### src/rtl/i2c_rx_pkg.sv
package i2c_rx_pkg;
  localparam int DATA_W = 8;
  localparam int ADDR_W = DATA_W - 1;
  localparam int REG_AW = 3;
  localparam int CNT_W  = $clog2(DATA_W + 1);

  localparam logic [REG_AW-1:0] OFF_CTRL  = 3'd0;
  localparam logic [REG_AW-1:0] OFF_OWN   = 3'd1;
  localparam logic [REG_AW-1:0] OFF_STAT  = 3'd2;
  localparam logic [REG_AW-1:0] OFF_CLR   = 3'd3;
  localparam logic [REG_AW-1:0] OFF_RXDAT = 3'd4;

  typedef struct packed {
    logic start;
    logic stop;
    logic sclRise;
    logic sclFall;
  } busEvt_t;

  typedef struct packed {
    logic shiftEn;
    logic loadRx;
    logic setAddr;
    logic setStop;
  } ctrlStrobes_t;

  typedef enum logic [2:0] {
    ST_IDLE, ST_ADDR, ST_AACK, ST_AHOLD, ST_DATA, ST_RXWAIT, ST_DACK, ST_IGNORE
  } rxState_t;
endpackage

### src/rtl/i2c_rx_datapath.sv
module i2c_rx_datapath
  import i2c_rx_pkg::*;
(
  input  logic               clk,
  input  logic               rstN,
  input  logic               sclIn,
  input  logic               sdaIn,
  input  logic               regWrEn,
  input  logic               regRdEn,
  input  logic [REG_AW-1:0]  regAddr,
  input  logic [DATA_W-1:0]  regWdata,
  input  ctrlStrobes_t       strobes,
  output busEvt_t            evt,
  output logic               addrMatch,
  output logic               addrFlag,
  output logic               rxFull,
  output logic               stopFlag,
  output logic               busy,
  output logic               cfgEnable,
  output logic               cfgNoStretch,
  output logic               cfgIrqEn,
  output logic [DATA_W-1:0]  regRdata
);
  logic [1:0] sclSync, sdaSync;
  logic sclPrev, sdaPrev;
  logic [DATA_W-1:0] shiftReg, rxData;
  logic [ADDR_W-1:0] ownAddr;
  logic wrCtrl, wrOwn, wrClr, rdRx;

  always_ff @(posedge clk or negedge rstN) begin
    if (!rstN) begin
      sclSync <= 2'b11;
      sdaSync <= 2'b11;
      sclPrev <= 1'b1;
      sdaPrev <= 1'b1;
    end else begin
      sclSync <= {sclSync[0], sclIn};
      sdaSync <= {sdaSync[0], sdaIn};
      sclPrev <= sclSync[1];
      sdaPrev <= sdaSync[1];
    end
  end

  always_comb begin
    evt.start   = cfgEnable && sclSync[1] && sclPrev && sdaPrev && !sdaSync[1];
    evt.stop    = cfgEnable && sclSync[1] && sclPrev && !sdaPrev && sdaSync[1];
    evt.sclRise = cfgEnable && sclSync[1] && !sclPrev;
    evt.sclFall = cfgEnable && !sclSync[1] && sclPrev;
  end

  assign addrMatch = (shiftReg[DATA_W-1:1] == ownAddr) && !shiftReg[0];

  assign wrCtrl = regWrEn && (regAddr == OFF_CTRL);
  assign wrOwn  = regWrEn && (regAddr == OFF_OWN);
  assign wrClr  = regWrEn && (regAddr == OFF_CLR);
  assign rdRx   = regRdEn && (regAddr == OFF_RXDAT);

  always_ff @(posedge clk or negedge rstN) begin
    if (!rstN) begin
      cfgEnable    <= 1'b0;
      cfgNoStretch <= 1'b0;
      cfgIrqEn     <= 1'b0;
      ownAddr      <= '0;
    end else begin
      if (wrCtrl) {cfgIrqEn, cfgNoStretch, cfgEnable} <= regWdata[2:0];
      if (wrOwn)  ownAddr <= regWdata[ADDR_W-1:0];
    end
  end

  always_ff @(posedge clk or negedge rstN) begin
    if (!rstN) begin
      shiftReg <= '0;
      rxData   <= '0;
      addrFlag <= 1'b0;
      rxFull   <= 1'b0;
      stopFlag <= 1'b0;
      busy     <= 1'b0;
    end else begin
      if (strobes.shiftEn) shiftReg <= {shiftReg[DATA_W-2:0], sdaSync[1]};
      if (strobes.loadRx)  rxData <= shiftReg;

      if (strobes.setAddr)                addrFlag <= 1'b1;
      else if (wrClr && regWdata[1])      addrFlag <= 1'b0;

      if (strobes.loadRx)                 rxFull <= 1'b1;
      else if (rdRx)                      rxFull <= 1'b0;

      if (strobes.setStop)                stopFlag <= 1'b1;
      else if (wrClr && regWdata[3])      stopFlag <= 1'b0;

      if (!cfgEnable)                     busy <= 1'b0;
      else if (evt.start)                 busy <= 1'b1;
      else if (evt.stop)                  busy <= 1'b0;
    end
  end

  always_comb begin
    regRdata = '0;
    unique case (regAddr)
      OFF_CTRL:  regRdata[2:0] = {cfgIrqEn, cfgNoStretch, cfgEnable};
      OFF_OWN:   regRdata[ADDR_W-1:0] = ownAddr;
      OFF_STAT:  regRdata[3:0] = {stopFlag, rxFull, addrFlag, busy};
      OFF_RXDAT: regRdata = rxData;
      default:   regRdata = '0;
    endcase
  end
endmodule

### src/rtl/i2c_rx_ctrl.sv
module i2c_rx_ctrl
  import i2c_rx_pkg::*;
(
  input  logic         clk,
  input  logic         rstN,
  input  logic         enable,
  input  logic         noStretch,
  input  busEvt_t      evt,
  input  logic         addrMatch,
  input  logic         addrFlag,
  input  logic         rxFull,
  output ctrlStrobes_t strobes,
  output logic         sclOe,
  output logic         sdaOe
);
  localparam logic [CNT_W-1:0] CNT_FULL = CNT_W'(DATA_W);

  rxState_t state;
  logic [CNT_W-1:0] bitCnt;
  logic byteEnd, rxBlocked;

  assign byteEnd   = evt.sclFall && (bitCnt == CNT_FULL);
  assign rxBlocked = rxFull && !noStretch;

  always_comb begin
    strobes.shiftEn = ((state == ST_ADDR) || (state == ST_DATA))
                      && evt.sclRise && (bitCnt < CNT_FULL);
    strobes.setAddr = (state == ST_ADDR) && byteEnd && addrMatch;
    strobes.loadRx  = ((state == ST_DATA) && byteEnd && !rxBlocked)
                      || ((state == ST_RXWAIT) && enable && !rxFull);
    strobes.setStop = evt.stop && ((state == ST_AACK) || (state == ST_AHOLD)
                      || (state == ST_DATA) || (state == ST_RXWAIT) || (state == ST_DACK));
  end

  assign sdaOe = (state == ST_AACK) || (state == ST_DACK);
  assign sclOe = (state == ST_AHOLD) || (state == ST_RXWAIT);

  always_ff @(posedge clk or negedge rstN) begin
    if (!rstN) begin
      state  <= ST_IDLE;
      bitCnt <= '0;
    end else if (!enable) begin
      state  <= ST_IDLE;
      bitCnt <= '0;
    end else if (evt.start) begin
      state  <= ST_ADDR;
      bitCnt <= '0;
    end else if (evt.stop) begin
      state  <= ST_IDLE;
    end else begin
      unique case (state)
        ST_ADDR: begin
          if (strobes.shiftEn) bitCnt <= bitCnt + 1'b1;
          else if (byteEnd)    state <= addrMatch ? ST_AACK : ST_IGNORE;
        end
        ST_AACK: if (evt.sclFall) begin
          bitCnt <= '0;
          state  <= (!noStretch && addrFlag) ? ST_AHOLD : ST_DATA;
        end
        ST_AHOLD: if (!addrFlag || noStretch) state <= ST_DATA;
        ST_DATA: begin
          if (strobes.shiftEn) bitCnt <= bitCnt + 1'b1;
          else if (byteEnd)    state <= rxBlocked ? ST_RXWAIT : ST_DACK;
        end
        ST_RXWAIT: if (!rxFull) state <= ST_DACK;
        ST_DACK: if (evt.sclFall) begin
          bitCnt <= '0;
          state  <= ST_DATA;
        end
        default: ;
      endcase
    end
  end
endmodule

### src/rtl/i2c_target_rx.sv
module i2c_target_rx
  import i2c_rx_pkg::*;
(
  input  logic              clk,
  input  logic              rstN,
  input  logic              sclIn,
  input  logic              sdaIn,
  output logic              sclOe,
  output logic              sdaOe,
  input  logic              regWrEn,
  input  logic              regRdEn,
  input  logic [REG_AW-1:0] regAddr,
  input  logic [DATA_W-1:0] regWdata,
  output logic [DATA_W-1:0] regRdata,
  output logic              irq
);
  busEvt_t      evt;
  ctrlStrobes_t strobes;
  logic addrMatch, addrFlag, rxFull, stopFlag, busy;
  logic cfgEnable, cfgNoStretch, cfgIrqEn;

  i2c_rx_datapath u_dp (
    .clk(clk), .rstN(rstN), .sclIn(sclIn), .sdaIn(sdaIn),
    .regWrEn(regWrEn), .regRdEn(regRdEn), .regAddr(regAddr), .regWdata(regWdata),
    .strobes(strobes), .evt(evt), .addrMatch(addrMatch), .addrFlag(addrFlag),
    .rxFull(rxFull), .stopFlag(stopFlag), .busy(busy), .cfgEnable(cfgEnable),
    .cfgNoStretch(cfgNoStretch), .cfgIrqEn(cfgIrqEn), .regRdata(regRdata)
  );

  i2c_rx_ctrl u_ctrl (
    .clk(clk), .rstN(rstN), .enable(cfgEnable), .noStretch(cfgNoStretch),
    .evt(evt), .addrMatch(addrMatch), .addrFlag(addrFlag), .rxFull(rxFull),
    .strobes(strobes), .sclOe(sclOe), .sdaOe(sdaOe)
  );

  assign irq = addrFlag && cfgIrqEn;
endmodule

### config.mk
export PLATFORM = sky130hd
export DESIGN_NAME = i2c_target_rx
export DESIGN_NICKNAME = d
export VERILOG_FILES = /design/src/rtl/i2c_rx_pkg.sv /design/src/rtl/i2c_rx_datapath.sv /design/src/rtl/i2c_rx_ctrl.sv /design/src/rtl/i2c_target_rx.sv
export SDC_FILE = /design/constraint.sdc
export NUM_CORES = 1
export LEC_CHECK = 0
export BUFFER_PORTS_ARGS = -buffer_cell sky130_fd_sc_hd__buf_2
export CAP_MARGIN = 15
export CELL_PAD_IN_SITES_DETAIL_PLACEMENT = 1
export CELL_PAD_IN_SITES_GLOBAL_PLACEMENT = 1
export CORE_UTILIZATION = 47
export CTS_BUF_LIST = sky130_fd_sc_hd__clkbuf_8
export DETAILED_ROUTE_END_ITERATION = 16
export PLACE_DENSITY_LB_ADDON = 0.1
export SKIP_CTS_REPAIR_TIMING = 1
export SLEW_MARGIN = 5
export SYNTH_ARGS = -nofsm -noshare
export SYNTH_HDL_FRONTEND = slang
export SYNTH_SLANG_ARGS = --single-unit
### constraint.sdc
create_clock -name clk -period 2.7 [get_ports clk]
set_clock_uncertainty 0.2 [all_clocks]
set_input_delay 0.135 -clock clk [delete_from_list [all_inputs] [get_ports clk]]
set_output_delay 0.135 -clock clk [all_outputs]
set_load 0.02 [all_outputs]
Yosys cells after proc, flatten, opt, wreduce, memory -nomap -nowiden. Cells that the tools add are included.

Register bits after elaboration: 43. Input bits: 17. Output and inout bits: 11. Logic and storage cells: 133.

Add/subtract/negate cells: 1. Order comparisons: 1. Eq/ne operators: 26. Mux-type cells: 34. Reduce and logical (&&, ||, !) cells: 55.

Operator list (number): $mux 3 (13); $logic_and 1x1->1 (29); $mux 4 (5); $ne 5x3->1 const B (4); $ne 5x4->1 const B (4); $pmux 3 s6 (1); $eq 3x2->1 const B (4); $eq 3x3->1 const B (4); $pmux 3 s4 (1); $mux 1 (10); $logic_not 1->1 (9); $logic_or 1x1->1 (9); $ne 9x2->1 const B (1); $reduce_and 9->1 (1); $ne 4x4->1 const B (2); $pmux 4 s2 (1); $eq 7x7->1 (1); $eq 3x1->1 const B (2); $pmux 3 s2 (1); $reduce_bool 2->1 (3); $add 4x1->4 const B (1); $eq 4x4->1 const B (1); $lt 4x4->1 const B (1); $ne 4x3->1 const B (1); other kinds (7) (8).

Longest topological paths before layout. Gate-level depths: netlist of the first run.

Word-level depth: 10. Depth in mapped cells: 8. Mapped depth without buffers: 7.

By module. From an unflattened synthesis of the first run, not the netlist that was laid out.

Cell total of the unflattened synthesis: 195. Area total of the unflattened synthesis: 2273.4 um2.

Modules (own cells, without submodules): i2c_rx_datapath (instances 1, cells each 122, area each 1635.3 um2, sequential area each 908.4 um2); i2c_rx_ctrl (instances 1, cells each 72, area each 631.9 um2, sequential area each 175.2 um2); i2c_target_rx (instances 1, cells each 1, area each 6.3 um2, sequential area each 0.0 um2).

Worst setup path before layout of the first run. Ideal clock, no wire load.

Kind: reg-to-reg. Start: reg u_ctrl.state[2]. End: reg u_ctrl.state[0]. Library setup time: 125 ps. Arrival time: 1699 ps. Required time: 2375 ps. Setup slack: 676 ps. Cell stages (with the launch flop): 9. Path buffers: 1. Period minus slack after synthesis: 2024 ps. Path through: dfrtp_1 > buf_6 > inv_1 > ha_1 > a211o_1 > nand3_1 > a311o_1 > nand3_1 > mux2_4.

Word-level cells in the longest chain between the ends: 6. Elaborated cells between the ends (all ways): 23. Those cells by class: eq/ne: 15; mux: 4; reduce/logical: 4.

RTL lines: start: declaration (line i2c_rx_ctrl.sv:18) `rxState_t state;`; start signal: assignment (line i2c_rx_ctrl.sv:54) `else if (byteEnd) state <= addrMatch ? ST_AACK : ST_IGNORE;`; start signal: assignment (line i2c_rx_ctrl.sv:58) `state <= (!noStretch && addrFlag) ? ST_AHOLD : ST_DATA;`; start signal: assignment (line i2c_rx_ctrl.sv:63) `else if (byteEnd) state <= rxBlocked ? ST_RXWAIT : ST_DACK;`; $eq 3x1->1 or $eq 3x3->1 (tied branches) (line i2c_rx_ctrl.sv:26, i2c_rx_ctrl.sv:51); $logic_or 1x1->1 (line i2c_rx_ctrl.sv:26) `strobes.shiftEn = ((state == ST_ADDR) || (state == ST_DATA))`; $logic_and 1x1->1 (2 in series) (line i2c_rx_ctrl.sv:27) `&& evt.sclRise && (bitCnt < CNT_FULL);`; $ne 5x4->1 (no source line); $reduce_and 9->1 (no source line).

Several ways; a longest one is shown, not always the timed one. A chain may end at the register's enable or synchronous reset.

Worst setup path in the final report of the first run. Ends and elaborated chain as after synthesis.

==> results.md, run 1 <==
Placement:
- The post-DP HPWL is 4.00 mm.
- In this run the cell area measured after placement is 0.00245 mm2.
- The number of input and output port buffers inserted is 26.
- The post-placement cell count is 294.
- The worst-case setup slack after placement is 0.366 ns.
- The weighted congestion at the end of routability-driven global placement is 0.793.

Logic synthesis:
- The multiplexer fraction of the synthesized cell area is 0.156.
- The count of synthesis-stage warnings from yosys is 0.
- The per-instance average area after synthesis is 10.9 um2.
- The simple-gate portion of the synthesized area is 0.180.
- Counting flops with a built-in enable in the synthesized netlist gives 0.
- The dominant combinational cell family by area after synthesis is simple AND/OR/NAND/NOR gates.
- Of the synthesized area, sequential elements account for 0.471.
- The dominant cell type by area after synthesis is sky130_fd_sc_hd__dfrtp_1.
- After synthesis, the cell types taking the most area are sky130_fd_sc_hd__dfrtp_1 40%, sky130_fd_sc_hd__mux2_2 13%, sky130_fd_sc_hd__dfstp_2 6.8%, sky130_fd_sc_hd__nand2_1 3.1%, sky130_fd_sc_hd__o21ai_0 2.4%.
- The number of library cell types mapped by synthesis is 52.
- The number of nets in the synthesized netlist is 232.
- The post-synthesis compound-gate area fraction was 0.0973.
- Of the total synthesized cell area, the portion taken by XOR and XNOR cells is 0.0342.
- The cell area after synthesis is 0.00230 mm2.
- In this run, synthesis produced a sequential element count of 43.
- The top flip-flop cell by instance count after synthesis is sky130_fd_sc_hd__dfrtp_1.
- The area share of fa/ha/maj cells after synthesis is 0.0217.
- The share of Yosys cell area claimed by the top area cell type is 0.402.
- The instance count of the mapped netlist is 211.
- In the synthesized netlist the async set-or-reset flop fraction comes to 1.00.

Clocking:
- The cell sitting at the root of the clock tree is a sky130_fd_sc_hd__clkbuf_8.
- The clock reaches the later pin of the worst-skew pair after 0.29 ns.
- The clock sink count is 43.
- The TritonCTS clock tree is done.
- The number of clock buffers added by TritonCTS is 5.
- The maximum number of buffers from clock root to sink is 2.
- The H-tree was split into 2 levels.
- After clock tree synthesis, the clock-pin slew on the worst setup and hold paths is 0.08 ns.

Worst setup path:
- The type of destination of the critical path is a flop.
- The maximum fanout encountered on the critical timing path is 15.
- The worst endpoint data arrival time is 2.33 ns.
- By startpoint and endpoint, the worst setup path is classified as flop to flop.
- For the worst setup path, the data required time is 2.68 ns.
- The critical path startpoint category is a flop.

GRT:
- The number of antenna violations at the first check in global routing came to 0.
- The number of global-route vias before repair is 1796.
- The first global-routing pass estimated 8.91 mm of wire.
- For this run, the total global-route usage over all layers was measured as 0.229.
- After global routing the overflow that remains totals 0.
- Entering global routing, the biggest net connects 44 pins.

Final layout:
- The final instance area is 0.00265 mm2.
- In the layout the commonest cells are 37 x sky130_fd_sc_hd__dfrtp_1, 27 x sky130_fd_sc_hd__mux2_2, 26 x sky130_fd_sc_hd__buf_2.
- The ratio of cells with drive above 1 in the final layout is 0.301.
- Once layout is complete, the utilization of the core stands at 0.560.
- The antenna cell count is 0.
- The post-layout instance count excluding filler cells is 313.
- Leaving out fill and tap cells, the most frequent cell in the layout is sky130_fd_sc_hd__dfrtp_1.
- Fill cells in the final layout number 532.
- The final net count is 266.
- The area growth from synthesis to final layout is 14.9%.

Timing:
- In this run the tightest slew margin relative to its limit is 0.367.
- For the finished layout, the period the worst path requires is 2.35 ns.
- The share of the cycle needed by the critical path after routing is 0.871.
- Setup violations remaining at the end of the flow were counted as 0.
- The slew of the pin with the lowest slew margin is 0.950 ns.
- In the final timing run, aggregate negative setup slack is 0 ns.
- The number of endpoints with negative hold slack in the final report is 0.
- Setup repair after global routing left no endpoint under its margin.
- Setup slack closes at 0.349 ns.
- The final max-slew violation count is 0.
- Timing would allow up to 425 MHz.

Run:
- Across the run, the number of max-cap violations was 0.

Floorplan:
- The area of the die is 0.00518 mm2.
- The region available for standard cell placement spans 0.00472 mm2.
- The row count is 25.
- The initial utilization of the core area, before any placement, comes to 0.487.
- From bottom edge to top edge, the die measures 72.0 um.
- The number of top-level pins is 28.
- From left edge to right edge, the die measures 72.0 um.

Power:
- In this run the power density over the cells is 753 mW/mm2.
- The clock network fraction of design power is 0.193.
- The switching power summed over all nets is 0.000743 W.
- The share of total power dissipated in combinational logic is 0.325.
- The leakage power figure is 1.22 nW.
- Of the total power, the share spent switching nets is 0.373.
- The internal power consumption is 0.00125 W.
- The share of total power dissipated in sequential elements is 0.482.
- VDD sags by at most 0.360 mV.

Worst hold path:
- The type of the tightest min-delay check is input port to flop.

Detailed routing:
- The remaining routing DRC violations is 0.
- The vias after detailed routing is 1757.
- The routed wire length per instance is 17.8 um.
- The detail route stage leaves a number of antenna-violating nets equal to 0.
- The first-pass iteration count of the detailed router is 4.
- In the routed layout, each cell is associated on average with a via count of 5.61.
- The initial detailed-routing violation count is 83.
- For this block, the routed nets add up to 5.57 mm of wire.

Status:
- The flow ran to the end, and the final reports show no timing, DRC or antenna violations.
[power groups by stage]
stage	Clock, W	Sequential [W]	Combinational (W)
2_1_floorplan	0	0.000853	0.000574
3_3_place_gp	0	0.000954	0.000596
3_5_place_dp	0	0.000968	0.000635
4_1_cts	0.000397	0.000959	0.000641
5_1_grt	0.000417	0.000987	0.000713
6_report	0.000383	0.000961	0.000648
[worst max-delay path, cell delays in order, from the launching register on]
cell	delay [ns]
sky130_fd_sc_hd__dfrtp_1	0.66
sky130_fd_sc_hd__inv_1	0.12
sky130_fd_sc_hd__ha_1	0.23
sky130_fd_sc_hd__a211o_1	0.28
sky130_fd_sc_hd__nand3_1	0.09
sky130_fd_sc_hd__a311o_1	0.23
sky130_fd_sc_hd__nand3_1	0.11
sky130_fd_sc_hd__mux2_4	0.32
[synthesized netlist by cell type (2+ instances only)]
library cell                n
sky130_fd_sc_hd__dfrtp_1   37
sky130_fd_sc_hd__nor3_2     2
sky130_fd_sc_hd__ha_1       4
sky130_fd_sc_hd__and2_1     4
sky130_fd_sc_hd__clkbuf_1   3
sky130_fd_sc_hd__nand2_1   19
sky130_fd_sc_hd__a211oi_1   2
sky130_fd_sc_hd__nand3_1    5
sky130_fd_sc_hd__buf_4      2
sky130_fd_sc_hd__a22oi_1    3
sky130_fd_sc_hd__dfstp_2    6
sky130_fd_sc_hd__a21oi_1    4
sky130_fd_sc_hd__and3_1     2
sky130_fd_sc_hd__nor3b_1    2
sky130_fd_sc_hd__xnor2_1    6
sky130_fd_sc_hd__inv_1      5
sky130_fd_sc_hd__mux2i_1    4
sky130_fd_sc_hd__buf_6      2
sky130_fd_sc_hd__mux2_2    27
sky130_fd_sc_hd__nor2b_1    4
sky130_fd_sc_hd__xor2_1     3
sky130_fd_sc_hd__o21ai_1    2
sky130_fd_sc_hd__or4_1      2
sky130_fd_sc_hd__and3b_1    2
sky130_fd_sc_hd__nor2_1    12
sky130_fd_sc_hd__nor4b_1    2
sky130_fd_sc_hd__a211o_1    2
sky130_fd_sc_hd__o31ai_1    2
sky130_fd_sc_hd__buf_2      4
sky130_fd_sc_hd__o21ai_0   11
sky130_fd_sc_hd__nand4_1    5
[cells by family after synthesis]
kind of cell / after synthesis
AND/OR/NAND/NOR: 72
AO/OA/AOI/OAI: 34
adder cells (fa/ha/maj): 4
flip-flops: 43
XOR/XNOR: 9
multiplexers: 32
buffers and inverters: 17
[sequential cells by signal (all words and copies together) (netlist names)]
| signal | cells |
|---|---|
| u_dp.sdaSync | 2 |
| u_ctrl.bitCnt | 4 |
| u_ctrl.state | 3 |
| u_dp.sdaPrev | 1 |
| u_dp.rxData | 8 |
| u_dp.shiftReg | 8 |
| u_dp.rxFull | 1 |
| u_dp.cfgIrqEn | 1 |
| u_dp.sclPrev | 1 |
| u_dp.cfgEnable | 1 |
| u_dp.addrFlag | 1 |
| u_dp.busy | 1 |
| u_dp.cfgNoStretch | 1 |
| u_dp.stopFlag | 1 |
| u_dp.ownAddr | 7 |
| u_dp.sclSync | 2 |
[cell type report]
| type | count | area [um2] | share of cell area |
|---|---|---|---|
| Multi-Input combinational cell | 151 | 1130 | 0.426 |
| Clock inverter | 3 | 12.5 | 0.00473 |
| Inverter | 6 | 22.5 | 0.00851 |
| Timing Repair Buffer | 38 | 248 | 0.0936 |
| Clock buffer | 5 | 68.8 | 0.0260 |
| Sequential cell | 43 | 1080 | 0.409 |
| Tap cell | 67 | 83.8 | 0.0317 |
[routing by layer]
layer	global-route usage	vias to the layer above	part of all wire
met5	0	-	0
met4	0.0828	0	0.014
met3	0.0403	8	0.026
met2	0.395	30	0.52
met1	0.289	894	0.44
li1	-	825	-
[final timing paths]
| path | startpoint | to | slack [ns] | cells after the start |
|---|---|---|---|---|
| min | regAddr[0] | u_dp.addrFlag | 0.05 | 4 |
| max in group asynchronous | rstN | u_dp.ownAddr[0] | 1.38 | 2 |
| min reg2reg | u_dp.sclSync[0] | u_dp.sclSync[1] | 0.16 | 0 |
| min in group asynchronous | rstN | u_ctrl.bitCnt[2] | 0.32 | 2 |
| max | u_ctrl.state[2] | u_ctrl.state[0] | 0.35 | 7 |
| max reg2reg | u_ctrl.state[2] | u_ctrl.state[0] | 0.35 | 7 |
[stage by stage]
step | hold slack [ns] | total power [W]
2_1_floorplan | -0.361 | 0.00143
3_3_place_gp | 0.0403 | 0.00155
3_5_place_dp | 0.0419 | 0.00160
4_1_cts | -0.273 | 0.00200
5_1_grt | 0.0757 | 0.00212
6_report | 0.0501 | 0.00199
(Power assumes the default switching activity.)
==> run 2: changes to the inputs <==
CORE_UTILIZATION = 48   (was 47)
SYNTH_HIERARCHICAL = 1   (was default)
==> run 2 against run 1 <==
- count of clock-buffer cells in the layout did not move
- clock power rose by 4%
- area after synthesis fell by 1.3%
- sequential share of layout area rose by 0.35 points
- register-to-register slack got worse by 0.06 ns
- utilization rose by 3.0 points
- combinational power fell by 67%
- cell count fell by 8.3%
- routed wire length fell by 4.6%
- synthesized cell count fell by 7.6%
- design area fell by 0.85%
- largest power group unchanged
- highest routed layer unchanged
==> results.md, run 2 <==
Final layout:
- The final net count is 253.
- Compared with the post-synthesis result, the final layout area differs by 15.4%.
- The count of cells in the finished layout, fillers not included, comes to 287.
- Leaving out fill and tap cells, the most frequent cell in the layout is sky130_fd_sc_hd__dfrtp_1.
- Of the cells placed in the final design, the portion with a size suffix greater than 1 is 0.336.
- The final instance area is 0.00262 mm2.
- The top cell types in the final layout, fill and taps aside, are 37 x sky130_fd_sc_hd__dfrtp_1, 26 x sky130_fd_sc_hd__buf_2, 20 x sky130_fd_sc_hd__mux2_2.
- The largest registers in the layout are u_dp/rxData: 8 flops, u_dp/shiftReg: 8 flops, u_dp/ownAddr: 7 flops.
- The total of fill cells in the finished design is 475.
- The antenna cell count is 0.

Clocking:
- After clock tree synthesis, the clock-pin slew on the worst setup and hold paths is 0.08 ns.
- The clock tree synthesis step divided the H-tree into 2 levels.
- The clock insertion delay at the later pin of the skew report is 0.29 ns.
- The TritonCTS clock tree is done.
- Clock tree synthesis inserted a total of 5 buffers.
- The clock sink count is 43.
- The tree is rooted in a sky130_fd_sc_hd__clkbuf_8.
- The longest clock path from root to sink contains 2 buffers.

GRT:
- The global-route congestion overflow total is 0.
- The number of antenna violations at the first check in global routing is 0.
- Across every metal layer, demand over resource in global routing totals 0.226.
- Entering global routing, the biggest net connects 44 pins.
- The global-route wire length before repair is 8.66 mm.
- The number of global-route vias before repair is 1661.

Run:
- The total of max-cap violations is 0.

Logic synthesis:
- Yosys mapped the design onto 54 distinct sky130hd cell types.
- The total of flip-flops plus latches after synthesis is 43.
- The dominant cell type by area after synthesis is sky130_fd_sc_hd__dfrtp_1.
- After synthesis, the share of flip-flops with an asynchronous set or reset is 1.00.
- In the post-synthesis netlist, the biggest area contributors are sky130_fd_sc_hd__dfrtp_1 41%, sky130_fd_sc_hd__mux2_2 9.9%, sky130_fd_sc_hd__dfstp_2 6.9%, sky130_fd_sc_hd__mux2_4 4.6%, sky130_fd_sc_hd__xnor2_1 2.7%.
- The synthesized design contains 0 enable-type register cells.
- By count the netlist is led by 37 x sky130_fd_sc_hd__dfrtp_1, 20 x sky130_fd_sc_hd__mux2_2, 12 x sky130_fd_sc_hd__nor2_1.
- Synthesis produced 195 cells.
- In the post-synthesis netlist, the cell with the most instances is sky130_fd_sc_hd__dfrtp_1.
- Of the post-synthesis cell area, the dominant cell type holds 0.407.
- The share of the Yosys chip area taken by registers is 0.477.
- The per-instance average area after synthesis is 11.7 um2.
- After synthesis the cells add up to 0.00227 mm2.
- Yosys printed 6 warnings.
- The top flip-flop cell by instance count after synthesis is sky130_fd_sc_hd__dfrtp_1.
- The number of nets in the synthesized netlist is 214.

Worst setup path:
- Measured in cells, the most critical reg-to-reg path has a length of 6.
- Of all nets on the critical path, the largest fanout is 9.
- STA classifies the critical path endpoint as a flop.
- STA classifies the critical path startpoint as a flop.
- For the worst setup path, the data arrival time is 2.39 ns.
- At the worst endpoint, the required time is 2.67 ns.
- The worst setup path is of the flop to flop kind.

Timing:
- Final hold analysis gives a worst-case slack of 0.0528 ns.
- The maximum clock frequency is 414 MHz.
- The setup TNS is 0 ns.
- The slew of the pin with the lowest slew margin is 0.939 ns.
- The number of endpoints with negative hold slack in the final report is 0.
- The worst slew margin relative to its limit is 0.374.
- The share of the cycle needed by the critical path after routing is 0.895.
- The final-report setup violation count is 0.
- Setup repair after global routing left no endpoint under its margin.
- The clock period could shrink to 2.42 ns.
- The final max-slew violation count was 0.

Detailed routing:
- The routed layout has 1654 vias.
- The final wirelength is 5.32 mm.
- The initial detailed-routing violation count is 97.
- The remaining routing DRC violations is 0.
- The routed wire length per instance is 18.5 um.
- The first TritonRoute pass finished after 6 iterations.
- The vias per cell is 5.76.
- The detail route stage leaves a number of antenna-violating nets equal to 0.

Floorplan:
- The starting utilization of the core area is 0.512.
- The die extent in y is 70.8 um.
- The row count is 24.
- The floorplan step defined a core boundary enclosing 0.00444 mm2.
- The die covers 0.00502 mm2.
- The width of the die is 70.8 um.
- The number of top-level pins is 28.

Power:
- Dividing total power by cell area gives a power density of 515 mW/mm2.
- The leakage power figure is 1.22 nW.
- The total power after layout is 0.00135 W.
- The worst-case IR drop observed on VDD is 0.300 mV.

Worst hold path:
- The number of cells on the worst hold path is 3.
- The tightest min-delay check is of the input port to flop type.

Status:
- The flow ran to the end, and the final reports show no timing, DRC or antenna violations.

Placement:
- Input and output buffers added on the ports amount to 26.
- The wire-length estimate of the detail-placed layout is 3.90 mm.
- The post-placement cell count is 268.
- In this run the cell area measured after placement is 0.00242 mm2.
- The weighted congestion at the end of routability-driven global placement is 0.826.
## run 2: cell count changes after synthesis, moves of 6 or more
cell,previous run,this run
sky130_fd_sc_hd__nand2_1,19,10
sky130_fd_sc_hd__mux2_4,1,7
sky130_fd_sc_hd__o21ai_0,11,5
sky130_fd_sc_hd__mux2_2,27,20
## run 2: path summary, 6_finish.rpt
check / to / slack, ns / from
min reg2reg: u_dp/sclSync[1] / 0.16 / u_dp/sclSync[0]
max reg2reg: u_dp/rxData[6] / 0.28 / u_dp/sclPrev
min: u_dp/rxFull / 0.05 / regAddr[2]
max in group asynchronous: u_dp/shiftReg[0] / 1.38 / rstN
min in group asynchronous: u_dp/ownAddr[0] / 0.34 / rstN
max: u_dp/rxData[6] / 0.28 / u_dp/sclPrev
## run 2: area by class of cell
type	count	area [um2]	share of cell area
Clock buffer	5	68.8	0.0262
Clock inverter	3	20.0	0.00763
Inverter	4	15.0	0.00572
Multi-Input combinational cell	139	1100	0.420
Sequential cell	43	1080	0.413
Tap cell	52	65.1	0.0248
Timing Repair Buffer	41	270	0.103
## run 2: kinds of logic (layout without fill, tap and decap cells)
group	Yosys count	count (layout)	synth area share
AO/OA/AOI/OAI	36	36	0.121
XOR/XNOR	9	9	0.0347
adder cells (fa/ha/maj)	2	2	0.0110
buffers and inverters	13	53	0.0391
flip-flops	43	43	0.477
multiplexers	31	31	0.163
AND/OR/NAND/NOR	61	61	0.155
## run 2: per-layer routing
metal  up-vias  share of wire  track usage
met5         -              0            0
met4         0         0.0071       0.0578
met3         4          0.025       0.0442
met2        29           0.47        0.350
met1       838           0.49        0.326
li1        783              -            -
## run 2: worst max-delay path: stages (launching register included)
cell	delay, ns
sky130_fd_sc_hd__dfstp_2	0.55
sky130_fd_sc_hd__nand2_1	0.05
sky130_fd_sc_hd__nor2_1	0.12
sky130_fd_sc_hd__nand4b_1	0.23
sky130_fd_sc_hd__o31ai_1	0.28
sky130_fd_sc_hd__and3_1	0.47
sky130_fd_sc_hd__mux2_2	0.40
## run 2: per-stage QoR
| step | worst slack [ns] | util |
|---|---|---|
| 4_1_cts | 0.255 | 0.566 |
| 3_3_place_gp | 0.377 | 0.546 |
| 5_1_grt | 0.154 | 0.590 |
| 3_5_place_dp | 0.281 | 0.546 |
| 2_1_floorplan | 0.491 | - |
| 6_report | 0.285 | 0.590 |
## run 2: power by group
part,leakage (nW),internal (W),switching (W),total (W)
combinational,0.618,0.000111,0.000104,0.000215
clock,0.0402,0.000180,0.000220,0.000400
sequential,0.560,0.000687,0.0000482,0.000736
total,1.22,0.000979,0.000372,0.00135
==> run 3: changes to the inputs <==
CAP_MARGIN = 20   (was 15)
CORE_ASPECT_RATIO = 1.5   (was default)
==> run 3 against run 2 <==
- total power up 14%
- cell count grew 4.2%
- first-iteration DRC count shrank 32%
- combinational power is essentially flat
- register-to-register slack worse by 0.03 ns
- clock power up 47%
- worst setup slack got worse by 0.025 ns
- design area grew 2.4%
==> results.md, run 3 (synthesized netlist as in run 2, its figures left out) <==
Worst setup path:
- At the worst endpoint, the required time is 2.67 ns.
- Data on the critical path arrives at its endpoint at 2.41 ns.
- The maximum fanout encountered on the critical timing path is 9.
- The critical path class is flop to flop.
- The critical path startpoint category is a flop.
- The worst setup path is captured at a flop.

Timing:
- Setup repair after global routing left no endpoint under its margin.
- For the pin with the worst max-slew slack, the measured transition is 0.965 ns.
- The share of the cycle needed by the critical path after routing is 0.904.
- Hold timing on the final database bottoms out at a slack of 0.0627 ns.
- The clock period could shrink to 2.44 ns.
- The final-report setup violation count is 0.
- The number of endpoints with negative hold slack in the final report is 0.
- Measured against its own limit, the worst slew margin works out to 0.357.
- Static timing analysis puts the maximum clock frequency at 410 MHz.
- The setup TNS is 0 ns.
- The final max-slew violation count is 0.

GRT:
- The total routing usage reported by global routing is 0.231.
- The global-route wire length before repair is 8.80 mm.
- For this run the aggregate overflow at the end of global routing stands at 0.
- The number of global-route vias before repair is 1812.
- Entering global routing, the biggest net connects 44 pins.
- The number of antenna violations at the first check in global routing came to 0.

Final layout:
- The repair_antennas step left the layout with diodes totalling 0.
- The final core utilization is 0.591.
- The largest registers in the layout are u_dp/rxData: 8 flops, u_dp/shiftReg: 8 flops, u_dp/ownAddr: 7 flops.
- The top cell types in the final layout, fill and taps aside, are 37 x sky130_fd_sc_hd__dfrtp_1, 26 x sky130_fd_sc_hd__buf_2, 20 x sky130_fd_sc_hd__mux2_2.
- The filler cells instantiated in the layout total 477.
- The library cell used most frequently in the layout, excluding fill and tap cells, is sky130_fd_sc_hd__dfrtp_1.
- The area growth from synthesis to final layout is 18.2%.
- In the final layout, the share of cells above drive strength 1 is 0.336.
- The final net count is 253.

Power:
- The worst supply voltage drop on vdd is 0.403 mV.
- In this run the static leakage power is 1.24 nW.
- The total power density per cell area is 573 mW/mm2.

Detailed routing:
- Dividing the detail-routed via count by the number of cells gives 5.60.
- Before antenna repair, the detailed router went through 4 iterations.
- The detailed router finished its first iteration with 66 violations.
- Dividing the detail-routed wire length by the instance count gives 17.9 um.
- The vias after detailed routing is 1674.
- For this block, the routed nets add up to 5.35 mm of wire.
- In this run the remaining antenna-violating nets after routing total 0.
- The remaining routing DRC violations is 0.

Floorplan:
- The area of the die is 0.00502 mm2.
- The number of top-level pins is 28.
- The starting utilization of the core area is 0.501.
- After floorplanning, the core was divided into 30 placement rows.
- The core region is 0.00454 mm2.
- The width of the die is 58.2 um.
- The die extent in y is 86.3 um.

Placement:
- The post-DP HPWL is 3.94 mm.
- The weighted congestion at the end of routability-driven global placement is 0.762.
- The number of input and output port buffers inserted is 26.

Clocking:
- The post-CTS clock slew at the launch and capture registers of the worst setup and hold paths is 0.08 ns.
- The clock sink count is 43.
- TritonCTS created 5 clock buffers.
- TritonCTS built the clock tree.
- The clock insertion delay at the later pin of the skew report is 0.29 ns.
- The H-tree was split into 2 levels.
- In this run the deepest clock path goes through 2 buffers.
- The root buffer cell is sky130_fd_sc_hd__clkbuf_8.

Status:
- The flow ran to the end, and the final reports show no timing, DRC or antenna violations.

Run:
- The total of max-cap violations is 0.

Worst hold path:
- The type of the tightest min-delay check is input port to flop.
==> run 3: cell count changes in the layout (fill, tap and decap cells not counted), sizes merged <==
cell,delta
bufinv,+2
clkinv,-1
clkinvlp,-1
==> run 3: final cells by class <==
class / count / area (um2) / area share
clock buffers: 5 / 68.8 / 0.0256
well taps: 64 / 80.1 / 0.0298
inverters: 4 / 15.0 / 0.00559
flip-flops and latches: 43 / 1080 / 0.403
multi-input cells: 139 / 1100 / 0.410
clock inverters: 3 / 67.6 / 0.0252
repair buffers: 41 / 270 / 0.101
==> run 3: critical path, stage by stage, from the launching register on <==
cell	delay, ns
sky130_fd_sc_hd__dfstp_2	0.54
sky130_fd_sc_hd__nand2_1	0.05
sky130_fd_sc_hd__nor2_1	0.14
sky130_fd_sc_hd__nand4b_1	0.24
sky130_fd_sc_hd__o31ai_1	0.27
sky130_fd_sc_hd__and3_1	0.50
sky130_fd_sc_hd__mux2_2	0.40
==> run 3: report_power, final <==
group          switching [W]  leakage (nW)  total [W]  internal (W)
logic               0.000107         0.618   0.000218      0.000111
clock network       0.000218        0.0644   0.000587      0.000369
registers          0.0000461         0.560   0.000734      0.000688
==> run 3: stage by stage <==
stage / area (um2) / instances / total power, W / worst slack (ns)
6_report: 2690 / 299 / 0.00154 / 0.259
5_1_grt: 2690 / 299 / 0.00160 / 0.119
4_1_cts: 2580 / 288 / 0.00154 / 0.257
3_5_place_dp: 2440 / 280 / 0.000951 / 0.274
3_3_place_gp: 2440 / 280 / 0.000938 / 0.354
2_1_floorplan: 2270 / 195 / 0.000868 / 0.491
==> run 3: path summary, 6_finish.rpt <==
check,startpoint,end,slack [ns],depth (start not counted)
hold reg to reg,u_dp/sclSync[0],u_dp/sclSync[1],0.16,0
min in group asynchronous,rstN,u_ctrl/bitCnt[1],0.34,2
max in group asynchronous,rstN,u_ctrl/bitCnt[2],1.37,2
setup reg to reg,u_dp/sclPrev,u_dp/rxData[3],0.26,6
setup / recovery,u_dp/sclPrev,u_dp/rxData[3],0.26,6
hold / removal,regAddr[2],u_dp/rxFull,0.06,3
==> run 3: routing by layer <==
metal | up-vias | global-route usage | part of all wire
met2 | 29 | 0.439 | 0.57
met3 | 9 | 0.0328 | 0.015
met5 | - | 0 | 0
met1 | 850 | 0.261 | 0.39
li1 | 786 | - | -
met4 | 0 | 0.0693 | 0.020
